**src/rtl/ccFlagPkg.sv**
```systemverilog
package ccFlagPkg;

  typedef enum logic [2:0] {
    OP_ADD   = 3'd0,
    OP_SUB   = 3'd1,
    OP_SHIFT = 3'd2,
    OP_LOGIC = 3'd3,
    OP_MOVE  = 3'd4
  } opClassE;

  // bit positions inside the condition byte
  localparam int POS_C   = 0;
  localparam int POS_V   = 1;
  localparam int POS_Z   = 2;
  localparam int POS_N   = 3;
  localparam int POS_IL0 = 4;
  localparam int POS_IL1 = 5;
  localparam int POS_I   = 6;
  localparam int POS_H   = 7;
  localparam int CCR_W   = 8;
  localparam int LVL_W   = 2;

  // strobes from the decoder to the flag datapath
  typedef struct packed {
    logic loadAll;
    logic updH;
    logic updNZ;
    logic updV;
    logic clrV;
    logic updC;
    logic cFromShift;
    logic subMode;
  } flagStrobeT;

endpackage

```
**src/rtl/ccFlagCtrl.sv**
```systemverilog
module ccFlagCtrl
  import ccFlagPkg::*;
(
  input  logic       opValid,
  input  logic [2:0] opClass,
  input  logic       swWrite,
  output flagStrobeT strb
);

  always_comb begin
    strb = '0;
    if (swWrite) begin
      strb.loadAll = 1'b1;
    end else if (opValid) begin
      unique case (opClass)
        OP_ADD: begin
          strb.updH  = 1'b1;
          strb.updNZ = 1'b1;
          strb.updV  = 1'b1;
          strb.updC  = 1'b1;
        end
        OP_SUB: begin
          strb.updH    = 1'b1;
          strb.updNZ   = 1'b1;
          strb.updV    = 1'b1;
          strb.updC    = 1'b1;
          strb.subMode = 1'b1;
        end
        OP_SHIFT: begin
          strb.updNZ      = 1'b1;
          strb.clrV       = 1'b1;
          strb.updC       = 1'b1;
          strb.cFromShift = 1'b1;
        end
        OP_LOGIC: begin
          strb.updNZ = 1'b1;
          strb.clrV  = 1'b1;
        end
        OP_MOVE: begin
          strb.updNZ = 1'b1;
        end
        default: strb = '0;
      endcase
    end
  end

endmodule

```
**src/rtl/ccFlagPath.sv**
```systemverilog
module ccFlagPath
  import ccFlagPkg::*;
#(
  parameter int DATA_W = 8
) (
  input  logic              clk,
  input  logic              rstN,
  input  flagStrobeT        strb,
  input  logic [DATA_W-1:0] opA,
  input  logic [DATA_W-1:0] opB,
  input  logic              carryIn,
  input  logic [DATA_W-1:0] aluResult,
  input  logic              shiftOut,
  input  logic [CCR_W-1:0]  swData,
  output logic [CCR_W-1:0]  ccr
);

  localparam int HALF = DATA_W / 2;
  localparam int MSB  = DATA_W - 1;

  logic [DATA_W:0] addFull, subFull;
  logic [HALF:0]   addHalf, subHalf;
  logic            carryNext, halfNext, ovfNext;
  logic            hFlag, iEn, nFlag, zFlag, vFlag, cFlag;
  logic [LVL_W-1:0] ilLvl;

  // carries are rebuilt from the operands; the top bit of each
  // widened sum or difference is the carry or the borrow
  always_comb begin
    addFull = {1'b0, opA} + {1'b0, opB} + {{DATA_W{1'b0}}, carryIn};
    subFull = {1'b0, opA} - {1'b0, opB} - {{DATA_W{1'b0}}, carryIn};
    addHalf = {1'b0, opA[HALF-1:0]} + {1'b0, opB[HALF-1:0]} + {{HALF{1'b0}}, carryIn};
    subHalf = {1'b0, opA[HALF-1:0]} - {1'b0, opB[HALF-1:0]} - {{HALF{1'b0}}, carryIn};
    if (strb.subMode) begin
      carryNext = subFull[DATA_W];
      halfNext  = subHalf[HALF];
      ovfNext   = (opA[MSB] != opB[MSB]) && (aluResult[MSB] != opA[MSB]);
    end else begin
      carryNext = addFull[DATA_W];
      halfNext  = addHalf[HALF];
      ovfNext   = (opA[MSB] == opB[MSB]) && (aluResult[MSB] != opA[MSB]);
    end
  end

  // interrupt control bits: defined reset, touched only by software
  always_ff @(posedge clk or negedge rstN) begin
    if (!rstN) begin
      iEn   <= 1'b0;
      ilLvl <= '1;
    end else if (strb.loadAll) begin
      iEn   <= swData[POS_I];
      ilLvl <= swData[POS_IL1:POS_IL0];
    end
  end

  // arithmetic flags: cleared on reset though no value is promised
  always_ff @(posedge clk or negedge rstN) begin
    if (!rstN) begin
      hFlag <= 1'b0;
      nFlag <= 1'b0;
      zFlag <= 1'b0;
      vFlag <= 1'b0;
      cFlag <= 1'b0;
    end else if (strb.loadAll) begin
      hFlag <= swData[POS_H];
      nFlag <= swData[POS_N];
      zFlag <= swData[POS_Z];
      vFlag <= swData[POS_V];
      cFlag <= swData[POS_C];
    end else begin
      if (strb.updH) hFlag <= halfNext;
      if (strb.updNZ) begin
        nFlag <= aluResult[MSB];
        zFlag <= (aluResult == '0);
      end
      if (strb.updV)      vFlag <= ovfNext;
      else if (strb.clrV) vFlag <= 1'b0;
      if (strb.updC) cFlag <= strb.cFromShift ? shiftOut : carryNext;
    end
  end

  always_comb begin
    ccr                   = '0;
    ccr[POS_H]            = hFlag;
    ccr[POS_I]            = iEn;
    ccr[POS_IL1:POS_IL0]  = ilLvl;
    ccr[POS_N]            = nFlag;
    ccr[POS_Z]            = zFlag;
    ccr[POS_V]            = vFlag;
    ccr[POS_C]            = cFlag;
  end

endmodule

```
**src/rtl/ccIrqGate.sv**
```systemverilog
module ccIrqGate
  import ccFlagPkg::*;
(
  input  logic [CCR_W-1:0] ccr,
  input  logic             irqReq,
  input  logic [LVL_W-1:0] irqLevel,
  output logic             irqAccept
);

  logic [LVL_W-1:0] heldLvl;

  always_comb begin
    heldLvl   = ccr[POS_IL1:POS_IL0];
    irqAccept = irqReq && ccr[POS_I] && (irqLevel < heldLvl);
  end

endmodule

```
**src/rtl/ccFlagUnit.sv**
```systemverilog
module ccFlagUnit
  import ccFlagPkg::*;
#(
  parameter int DATA_W = 8,
  parameter int BANK_W = 5,
  parameter int STAT_W = 16
) (
  input  logic              clk,
  input  logic              rstN,
  input  logic              opValid,
  input  logic [2:0]        opClass,
  input  logic [DATA_W-1:0] opA,
  input  logic [DATA_W-1:0] opB,
  input  logic              carryIn,
  input  logic [DATA_W-1:0] aluResult,
  input  logic              shiftOut,
  input  logic              swWrite,
  input  logic [7:0]        swData,
  input  logic [BANK_W-1:0] bankPtr,
  input  logic              irqReq,
  input  logic [1:0]        irqLevel,
  output logic [7:0]        ccr,
  output logic [STAT_W-1:0] statusWord,
  output logic              irqAccept
);

  localparam int PAD_W = STAT_W - BANK_W - CCR_W;

  flagStrobeT strb;

  ccFlagCtrl ctrl_i (
    .opValid (opValid),
    .opClass (opClass),
    .swWrite (swWrite),
    .strb    (strb)
  );

  ccFlagPath #(.DATA_W(DATA_W)) path_i (
    .clk       (clk),
    .rstN      (rstN),
    .strb      (strb),
    .opA       (opA),
    .opB       (opB),
    .carryIn   (carryIn),
    .aluResult (aluResult),
    .shiftOut  (shiftOut),
    .swData    (swData),
    .ccr       (ccr)
  );

  ccIrqGate gate_i (
    .ccr       (ccr),
    .irqReq    (irqReq),
    .irqLevel  (irqLevel),
    .irqAccept (irqAccept)
  );

  assign statusWord = {bankPtr, {PAD_W{1'b0}}, ccr};

endmodule

```
**config.mk**
```make
export PLATFORM = sky130hd
export DESIGN_NAME = ccFlagUnit
export DESIGN_NICKNAME = d
export VERILOG_FILES = /design/src/rtl/ccFlagPkg.sv /design/src/rtl/ccFlagCtrl.sv /design/src/rtl/ccFlagPath.sv /design/src/rtl/ccIrqGate.sv /design/src/rtl/ccFlagUnit.sv
export SDC_FILE = /design/constraint.sdc
export NUM_CORES = 1
export LEC_CHECK = 0
export BUFFER_PORTS_ARGS = -buffer_cell sky130_fd_sc_hd__buf_2
export CAP_MARGIN = 15
export CORE_ASPECT_RATIO = 1.2
export CORE_UTILIZATION = 47
export CTS_CLUSTER_SIZE = 10
export DETAILED_ROUTE_END_ITERATION = 16
export HOLD_SLACK_MARGIN = 0.05
export PLACE_DENSITY = 0.95
export SYNTH_ARGS = -nofsm -noshare
export SYNTH_HDL_FRONTEND = slang
export SYNTH_SLANG_ARGS = --single-unit
```
**constraint.sdc**
```tcl
create_clock -name clk -period 2.3 [get_ports clk]
set_input_delay 0.115 -clock clk [delete_from_list [all_inputs] [get_ports clk]]
set_output_delay 0.115 -clock clk [all_outputs]
set_load 0.02 [all_outputs]
```
Word level (Yosys, flattened, before mapping)
Index checks and enable logic that the tools add are counted.
{"block": "classes", "n_lt_le_gt_ge": 1, "n_addsub": 8, "n_eq_ne": 7, "n_reduce_logical": 14, "muxes": 24}
{"cell": "$mux W1", "n": 22}
{"cell": "$mux W7", "n": 2}
{"cell": "$add A8 B8 Y9", "n": 1}
{"cell": "$add A9 B1 Y9", "n": 1}
{"cell": "$sub A8 B8 Y9", "n": 1}
{"cell": "$sub A9 B1 Y9", "n": 1}
{"cell": "$logic_not A8 Y1", "n": 1}
{"cell": "$eq A3 B2 Y1 const B", "n": 2}
{"cell": "$reduce_bool A2 Y1", "n": 3}
{"cell": "$add A4 B4 Y5", "n": 1}
{"cell": "$add A5 B1 Y5", "n": 1}
{"cell": "$reduce_or A5 Y1", "n": 1}
{"cell": "$sub A4 B4 Y5", "n": 1}
{"cell": "$sub A5 B1 Y5", "n": 1}
{"cell": "$logic_and A1 B1 Y1", "n": 4}
{"cell": "$reduce_or A2 Y1", "n": 2}
{"cell": "$eq A3 B1 Y1 const B", "n": 1}
{"cell": "$eq A3 B3 Y1 const B", "n": 1}
{"cell": "$logic_not A3 Y1", "n": 1}
{"cell": "$reduce_bool A3 Y1", "n": 1}
{"cell": "$reduce_or A3 Y1", "n": 1}
{"cell": "$lt A2 B2 Y1", "n": 1}
{"cell": "$ne A1 B1 Y1", "n": 2}
{"cell": "$eq A1 B1 Y1", "n": 1}
{"block": "word_totals", "register_bits": 8, "in_bits": 49, "output_inout_bits": 25, "elab_cells": 61}

Longest topological paths before layout
Gate-level depths: netlist (run 1).
{"block": "logic_depth", "word_depth": 9, "mapped_depth": 9}

Cells and area by module
Synthesis (run 1) repeated with hierarchy kept, for this count alone.
{"block": "hier_totals", "cells_unflattened": 146, "hier_area_um2": 1232.4}
{"module": "ccFlagPath", "cells_per_inst": 114, "area_per_inst_um2": 992.2, "instances": 1}
{"module": "ccFlagUnit", "cells_per_inst": 17, "area_per_inst_um2": 123.9, "instances": 1}
{"module": "ccFlagCtrl", "cells_per_inst": 10, "area_per_inst_um2": 77.6, "instances": 1}
{"module": "ccIrqGate", "cells_per_inst": 5, "area_per_inst_um2": 38.8, "instances": 1}

Worst setup path before layout (run 1)
OpenSTA, ideal clock, no wires.
{"block": "synth_path", "path_type": "input -> register", "start": "input opA[7]", "end": "register path_i.cFlag", "t_arrival_ns": 1.573, "path_buffers": 0, "slack_ns": 0.600, "t_required_ns": 2.173, "cell_stages": 9, "path_cell_list": "inv_1 > ha_1 > inv_1 > ha_1 > and3_4 > a221oi_2 > o21ai_1 > mux2i_1 > a31oi_1"}
{"block": "synth_between", "elab_chain_len": 6, "word_cells_on_any_way": 8, "cone_classes": "add/sub (4); mux (4)"}
{"element": "start: declaration", "line": "ccFlagUnit.sv:12", "rtl": "input logic [DATA_W-1:0] opA,"}
{"element": "$add A8 B8 Y9 / $sub A8 B8 Y9 (equally long branches)", "line": "ccFlagPath.sv:30, ccFlagPath.sv:31"}
{"element": "$add A9 B1 Y9 / $sub A9 B1 Y9 (equally long branches)", "line": "ccFlagPath.sv:30, ccFlagPath.sv:31"}
{"element": "$mux W1 (*)", "line": "ccFlagPath.sv:34", "rtl": "if (strb.subMode) begin"}
{"element": "$mux W1 (*) (2 in a row)", "line": "ccFlagPath.sv:78", "rtl": "if (strb.updC) cFlag <= strb.cFromShift ? shiftOut : carryNext;"}
{"element": "$mux W1 (*)", "line": "ccFlagPath.sv:64", "rtl": "end else if (strb.loadAll) begin"}
{"element": "end signal: assignment", "line": "ccFlagPath.sv:69", "rtl": "cFlag <= swData[POS_C];"}
{"element": "end signal: assignment", "line": "ccFlagPath.sv:78"}
{"element": "end: declaration", "line": "ccFlagPath.sv:24", "rtl": "logic hFlag, iEn, nFlag, zFlag, vFlag, cFlag;"}
Every way passes the cells marked *; elsewhere a longest branch is shown, timed or not. The select of a mux whose other input is x is not followed.
A chain may end at the register's enable or synchronous reset.

Final worst setup path (run 1)
Same ends and word-level chain as after synthesis.

==> reports/results.ini, run 1 <==
[sta]
timing.final.hold_violations = 0
final.setup.tns_ns = 0
timing.fmax_mhz = 570
fin_crit_ns = 1.75
setup_viol = 0
fin_crit_sh = 0.763
drv_slew = 0
rsz0062_at_grt = false
skew_ns = 0

[critical_path]
slowest_delay_ns = 0.34
crit_buf_inv = 3
crit_required_ns = 2.45
end_kind = flop
r2r-start = path_i.cFlag
critPathSlowestCell = ha_1
path_depth = 10
cp_top_family = adder cells
crit_fanout = 4
reg2reg_depth = 5
crit_chain = buf_2 -> inv_1 -> ha_1 -> inv_1 -> ha_1 -> and3_4 -> a221oi_2 -> o21ai_1 -> mux2i_1 -> a31oi_1
criticalPathCategory = primary input to flop
critPathLaunch = opA[7]
cp-start-kind = primary input
arrival_ns = 1.91

[routing]
drtPass1Iterations = 4
vias = 1105
ant_nets = 0
wl_per_cell_um = 11.0
avgViaCountPerCell = 5.07
routed_wirelength_um = 2400
drt_iter0_markers = 11
route.detailed.drc = 0

[die]
start_util = 0.515
core_region_area_um2 = 2380
num_rows = 19
die_area_um2 = 2820
ios = 74
die_w_um = 48.6
die_h_um = 57.9

[logic_synthesis]
ys_top_cells_by_count = inv_1 (25), buf_4 (22), ha_1 (22)
synth_edf_count = 0
synth_most_common_cell = inv_1
postSynthCellCount = 146
synth_area_per_cell_um2 = 8.39
async_flop_share = 1.00
yosysTopAreaCell = ha_1
synthDistinctLibCells = 42
ys_seq_elements = 8
synthesis.area_um2 = 1220
synth_warnings = 0
synth_area_leaders = ha_1 (22%), buf_4 (13%), dfrtp_1 (12%)
synth_top_area_share = 0.225
synth_flop_cell = dfrtp_1
ys_seq_area_frac = 0.165

[place]
io_buffers = 60
routabilityCongestion = 0.869
dp_hpwl_um = 2150

[finish]
nFillCells = 234
seqCellArea_um2 = 203
area_delta_synth_final_pct = 15.2
layout.nets = 260
drive_gt1_frac = 0.401
antenna_cells = 0
multiInputGateArea_um2 = 743

[worst_hold_path]
min-delay-start = swData[1]
whs_path_depth = 3
hold_path.class = primary input to flop

[status]
status = complete, no violations

[pwr]
peakVddDrop_v = 0.000248
p_leak_uw = 0.000801
power.density_nw_per_um2 = 384
total_power_uw = 542

[global_route]
grt_max_degree = 19
grt.total_usage = 0.172
grt-ovfl-total = 0
grt_pass1_vias = 951
grt_pass1_wl_um = 3840
grt_antenna_before_repair = 0

[clock_tree]
cts-root-buf = clkbuf_4
clk_pin_slew_worst_paths_ns = 0.05
cts_buffers = 3
post-cts-setup-buffers = 0
post_cts_resize_count = 0
hold_buffers = 1
clkSinkCount = 8
clk_latency_ns = 0.24
cts_buffer_depth = 2
cts_tree = done
h-tree-depth = 1

[flow_run]
drv_cap = 0

==> state kept, by name, summed over array words and instances (netlist names) <==
signal	cells
path_i.ilLvl	2
path_i.cFlag	1
path_i.hFlag	1
path_i.iEn	1
path_i.nFlag	1
path_i.vFlag	1
path_i.zFlag	1
==> layer usage <==
metal	routed length (um)	share of wire	track usage	vias to the layer above
met5	0	0	0	-
met4	13	0.0054	0.0630	0
met3	138	0.057	0.0341	2
met2	1360	0.57	0.335	38
met1	887	0.37	0.180	505
li1	-	-	-	560
==> through the flow <==
| stage | std cells | setup slack (ns) | util | instance area [um2] | hold WS (ns) |
|---|---|---|---|---|---|
| after global placement | 214 | 0.421 | 0.580 | 1380 | -0.0380 |
| final | 218 | 0.546 | 0.594 | 1410 | 0.0888 |
| after detailed placement | 214 | 0.310 | 0.580 | 1380 | -0.0369 |
| after global routing | 218 | 0.482 | 0.594 | 1410 | 0.0846 |
| after CTS | 218 | 0.559 | 0.594 | 1410 | 0.0819 |
| after floorplan | 148 | 0.600 | - | 1230 | -0.181 |
==> final timing paths <==
path / end / slack [ns]
worst max register to register: path_i.cFlag / 1.13
worst max-delay path: path_i.cFlag / 0.55
min in group asynchronous: path_i.nFlag / 0.25
max in group asynchronous: path_i.ilLvl[0] / 1.81
worst min-delay path: path_i.vFlag / 0.09
worst min register to register: path_i.zFlag / 0.50
==> report_power, final <==
part	internal [uW]	switching (uW)
clock	59.3	42.2
combinational	119	151
sequential	158	11.9
total	336	205
==> cells in the final DEF, fill, tap and decap left out, types with 2 or more instances in the layout <==
cell      instances
a21o_1            2
a21oi_1           7
a31oi_1           2
buf_2            60
clkbuf_4          3
conb_1            3
dfrtp_1           6
dfstp_2           2
ha_1             22
inv_1            25
mux2_2            2
mux2i_1           2
nand2_1          10
nand2b_1          2
nand3_1           2
nor3_1            2
o211ai_1          2
o21ai_0           7
o21ai_1           2
xnor2_1           2
==> worst reg2reg max path: stages, from the launching register on <==
cell      delay [ns]
dfrtp_1         0.39
nand2b_1        0.12
o31ai_1         0.06
a221oi_1        0.25
a21oi_1         0.07
a31oi_1         0.19
==> cell type report <==
| class | count | share of cell area |
|---|---|---|
| clock buffers | 3 | 0.0160 |
| flip-flops and latches | 8 | 0.144 |
| well taps | 31 | 0.0275 |
| inverters | 25 | 0.0665 |
| multi-input cells | 90 | 0.527 |
| repair buffers | 61 | 0.220 |
==> cell families (layout without fill, tap and decap cells) <==
| logic type | Yosys count | after routing | synth area share |
|---|---|---|---|
| flops | 8 | 8 | 0.165 |
| compound gates | 30 | 30 | 0.161 |
| other cells | 1 | 3 | 0.00306 |
| simple gates | 29 | 29 | 0.162 |
| xor+xnor | 2 | 2 | 0.0143 |
| fa+ha+maj | 22 | 22 | 0.225 |
| mux | 4 | 4 | 0.0347 |
| buf+inv | 50 | 89 | 0.234 |
Power figures use the tool's default switching activity.
==> run 2, diff against run 1 <==
CORE_UTILIZATION = 39   (was 47)
PLACE_DENSITY = 0.85   (was 0.95)
clock period = 1.4 ns   (was 2.3 ns; I/O delays follow)
==> run 2 against run 1 <==
  * The run now ends with negative setup slack left
  * Combinational power grew 110%
  * Routed wire length rose by 13%
  * Clock skew unchanged
  * Non-clock buffer count rose by 18
  * Critical path depth is 6 lower
  * Total power is 88% higher
  * Setup slack lost 0.60 ns
  * Via count grew 3.8%
  * Sequential power increased by 64%
  * Global-route usage shrank 0.93 points
  * Critical path type is now flop to primary output
  * Critical endpoint is now irqAccept
  * Largest cell class unchanged
  * Highest routed layer unchanged
==> reports/results.ini, run 2 (synthesis gave the netlist of run 1 again) <==
[status]
status = finished with violations
violations = negative setup slack

[routing]
avgViaCountPerCell = 4.80  ; -5.3%
drt_iter0_markers = 7  ; -4
route.detailed.drc = 0  ; unchanged
vias = 1147  ; +3.8%
wl_per_cell_um = 11.3  ; +3.0%
routed_wirelength_um = 2710  ; +13%
drtPass1Iterations = 4  ; unchanged
ant_nets = 0  ; unchanged

[global_route]
grt-ovfl-total = 0  ; unchanged
grt_pass1_vias = 1070  ; +13%
grt_pass1_wl_um = 4220  ; +10%
grt_max_degree = 14  ; -5
grt_antenna_before_repair = 0  ; unchanged
grtUsageMet2 = 0.323  ; -0.0125
grt.busiest_layer = met2
met1_usage = 0.172  ; -0.00859
grt.total_usage = 0.163  ; -0.00926
grtUsageMet3 = 0.0145  ; -0.0196

[critical_path]
criticalPathCategory = flop to primary output
crit_required_ns = 1.33  ; -1.12 ns
cp-start-kind = flop
r2r_setup_slack_ns = 0.31  ; -0.82 ns
arrival_ns = 1.38  ; -0.53 ns
crit_fanout = 2  ; -2
end_kind = primary output
critPathLaunch = path_i.ilLvl[1]
r2r-start = path_i.cFlag

[place]
dp_hpwl_um = 2290  ; +6.7%
io_buffers = 60  ; unchanged
routabilityCongestion = 0.756  ; -13%
dp_worst_setup_slack_ns = -0.321  ; -0.631 ns

[finish]
largest_register = path_i.ilLvl
mostFrequentLayoutCell = buf_2
area_delta_synth_final_pct = 39.7
drive_gt1_frac = 0.546  ; +0.145
final_cell_mix = buf_2 (54), buf_4 (17), inv_1 (16)
antenna_cells = 0  ; unchanged
nFillCells = 281  ; +20%
largest_register_ffs = 2  ; unchanged
layout.nets = 278  ; +6.9%

[pwr]
p_leak_uw = 0.000893  ; +12%
intPower_uw = 640  ; +90%
p_comb_frac = 0.560  ; +0.061
p_seq_frac = 0.272  ; -0.042
p_sw_frac = 0.373  ; -0.00682
peakVddDrop_v = 0.000437  ; +76%
clock_power_share = 0.167  ; -0.021
p_sw_uw = 380  ; +85%
power.density_nw_per_um2 = 596  ; +55%
total_power_uw = 1020  ; +88%

[sta]
drv_slew = 0  ; unchanged
skew_ns = 0  ; unchanged
final.setup.tns_ns = -0.0544  ; -0.0544 ns
setup_viol = 1  ; +1
setup_slack_ns = -0.0544  ; -0.600 ns
fin_crit_ns = 1.45
timing.final.hold_violations = 0  ; unchanged
rsz0062_at_grt = true
fin_crit_sh = 1.04
timing.fmax_mhz = 688

[worst_hold_path]
hold_path.class = primary input to flop
min-delay-start = swData[7]

[die]
num_rows = 21  ; +2
ios = 74  ; unchanged
die_area_um2 = 3370  ; +20%
core_region_area_um2 = 2890  ; +22%
die_h_um = 63.4  ; +9.4%
start_util = 0.424  ; -0.0915
die_w_um = 53.2  ; +9.4%

[flow_run]
drv_cap = 0  ; unchanged

[clock_tree]
clk_pin_slew_worst_paths_ns = 0.05  ; about the same
clkSinkCount = 8  ; unchanged
h-tree-depth = 1  ; unchanged
clk_latency_ns = 0.25  ; about the same
cts_buffer_depth = 2  ; unchanged
cts_tree = done
cts-root-buf = clkbuf_4
cts_buffers = 3  ; unchanged

## run 2: cell count changes in the layout (fill, tap and decap cells not counted), sizes merged
cell	delta
buf	+16
dlygate4sd3	+2
## run 2: what timing repair did
item                                    4_1_cts  5_1_grt
pin swaps                                    11        7
setup buffers                                 1        1
endpoints found under the setup margin        3        3
resized for setup                            10       10
endpoints found under the hold margin        10        0
hold buffers                                  3        0
## run 2: stage by stage
step / hold slack [ns] / cell area [um2] / utilization / cells
after global placement: -0.0821 / 1560 / 0.539 / 231
after global routing: 0.0538 / 1710 / 0.592 / 239
after floorplan: -0.226 / 1300 / - / 148
after detailed placement: -0.0798 / 1560 / 0.539 / 231
final: 0.0561 / 1710 / 0.592 / 239
after CTS: 0.0533 / 1670 / 0.577 / 238
## run 2: cell type report
type / instances / area, um2 / share of cell area
Clock buffer: 3 / 22.5 / 0.0132
Multi-Input combinational cell: 90 / 861 / 0.503
Inverter: 25 / 98.8 / 0.0577
Sequential cell: 8 / 203 / 0.118
Tap cell: 34 / 42.5 / 0.0249
Timing Repair Buffer: 79 / 484 / 0.283
## run 2: final timing paths
check / to / cells past startpoint
setup / recovery: irqAccept / 4
hold / removal: path_i.hFlag / 3
setup reg to reg: path_i.cFlag / 5
hold reg to reg: path_i.zFlag / 2
max in group asynchronous: path_i.ilLvl[0] / 2
min in group asynchronous: path_i.cFlag / 2
## run 2: worst max-delay path: stages, from the launching register on
cell and delay, ns:
dfstp_2 0.53, inv_2 0.05, ha_4 0.21, a211oi_2 0.18, buf_4 0.17
## run 2: power groups by stage
stage	combinational, uW	clock (uW)	sequential (uW)
final	571	171	278
after global routing	635	192	282
after CTS	555	178	278
after detailed placement	516	0	282
after global placement	498	0	280
after floorplan	388	0	287
## run 2: layer usage
metal | up-vias | wire [um]
li1 | 594 | -
met1 | 510 | 978
met2 | 41 | 1570
met3 | 2 | 152
met4 | 0 | 8
met5 | - | 0
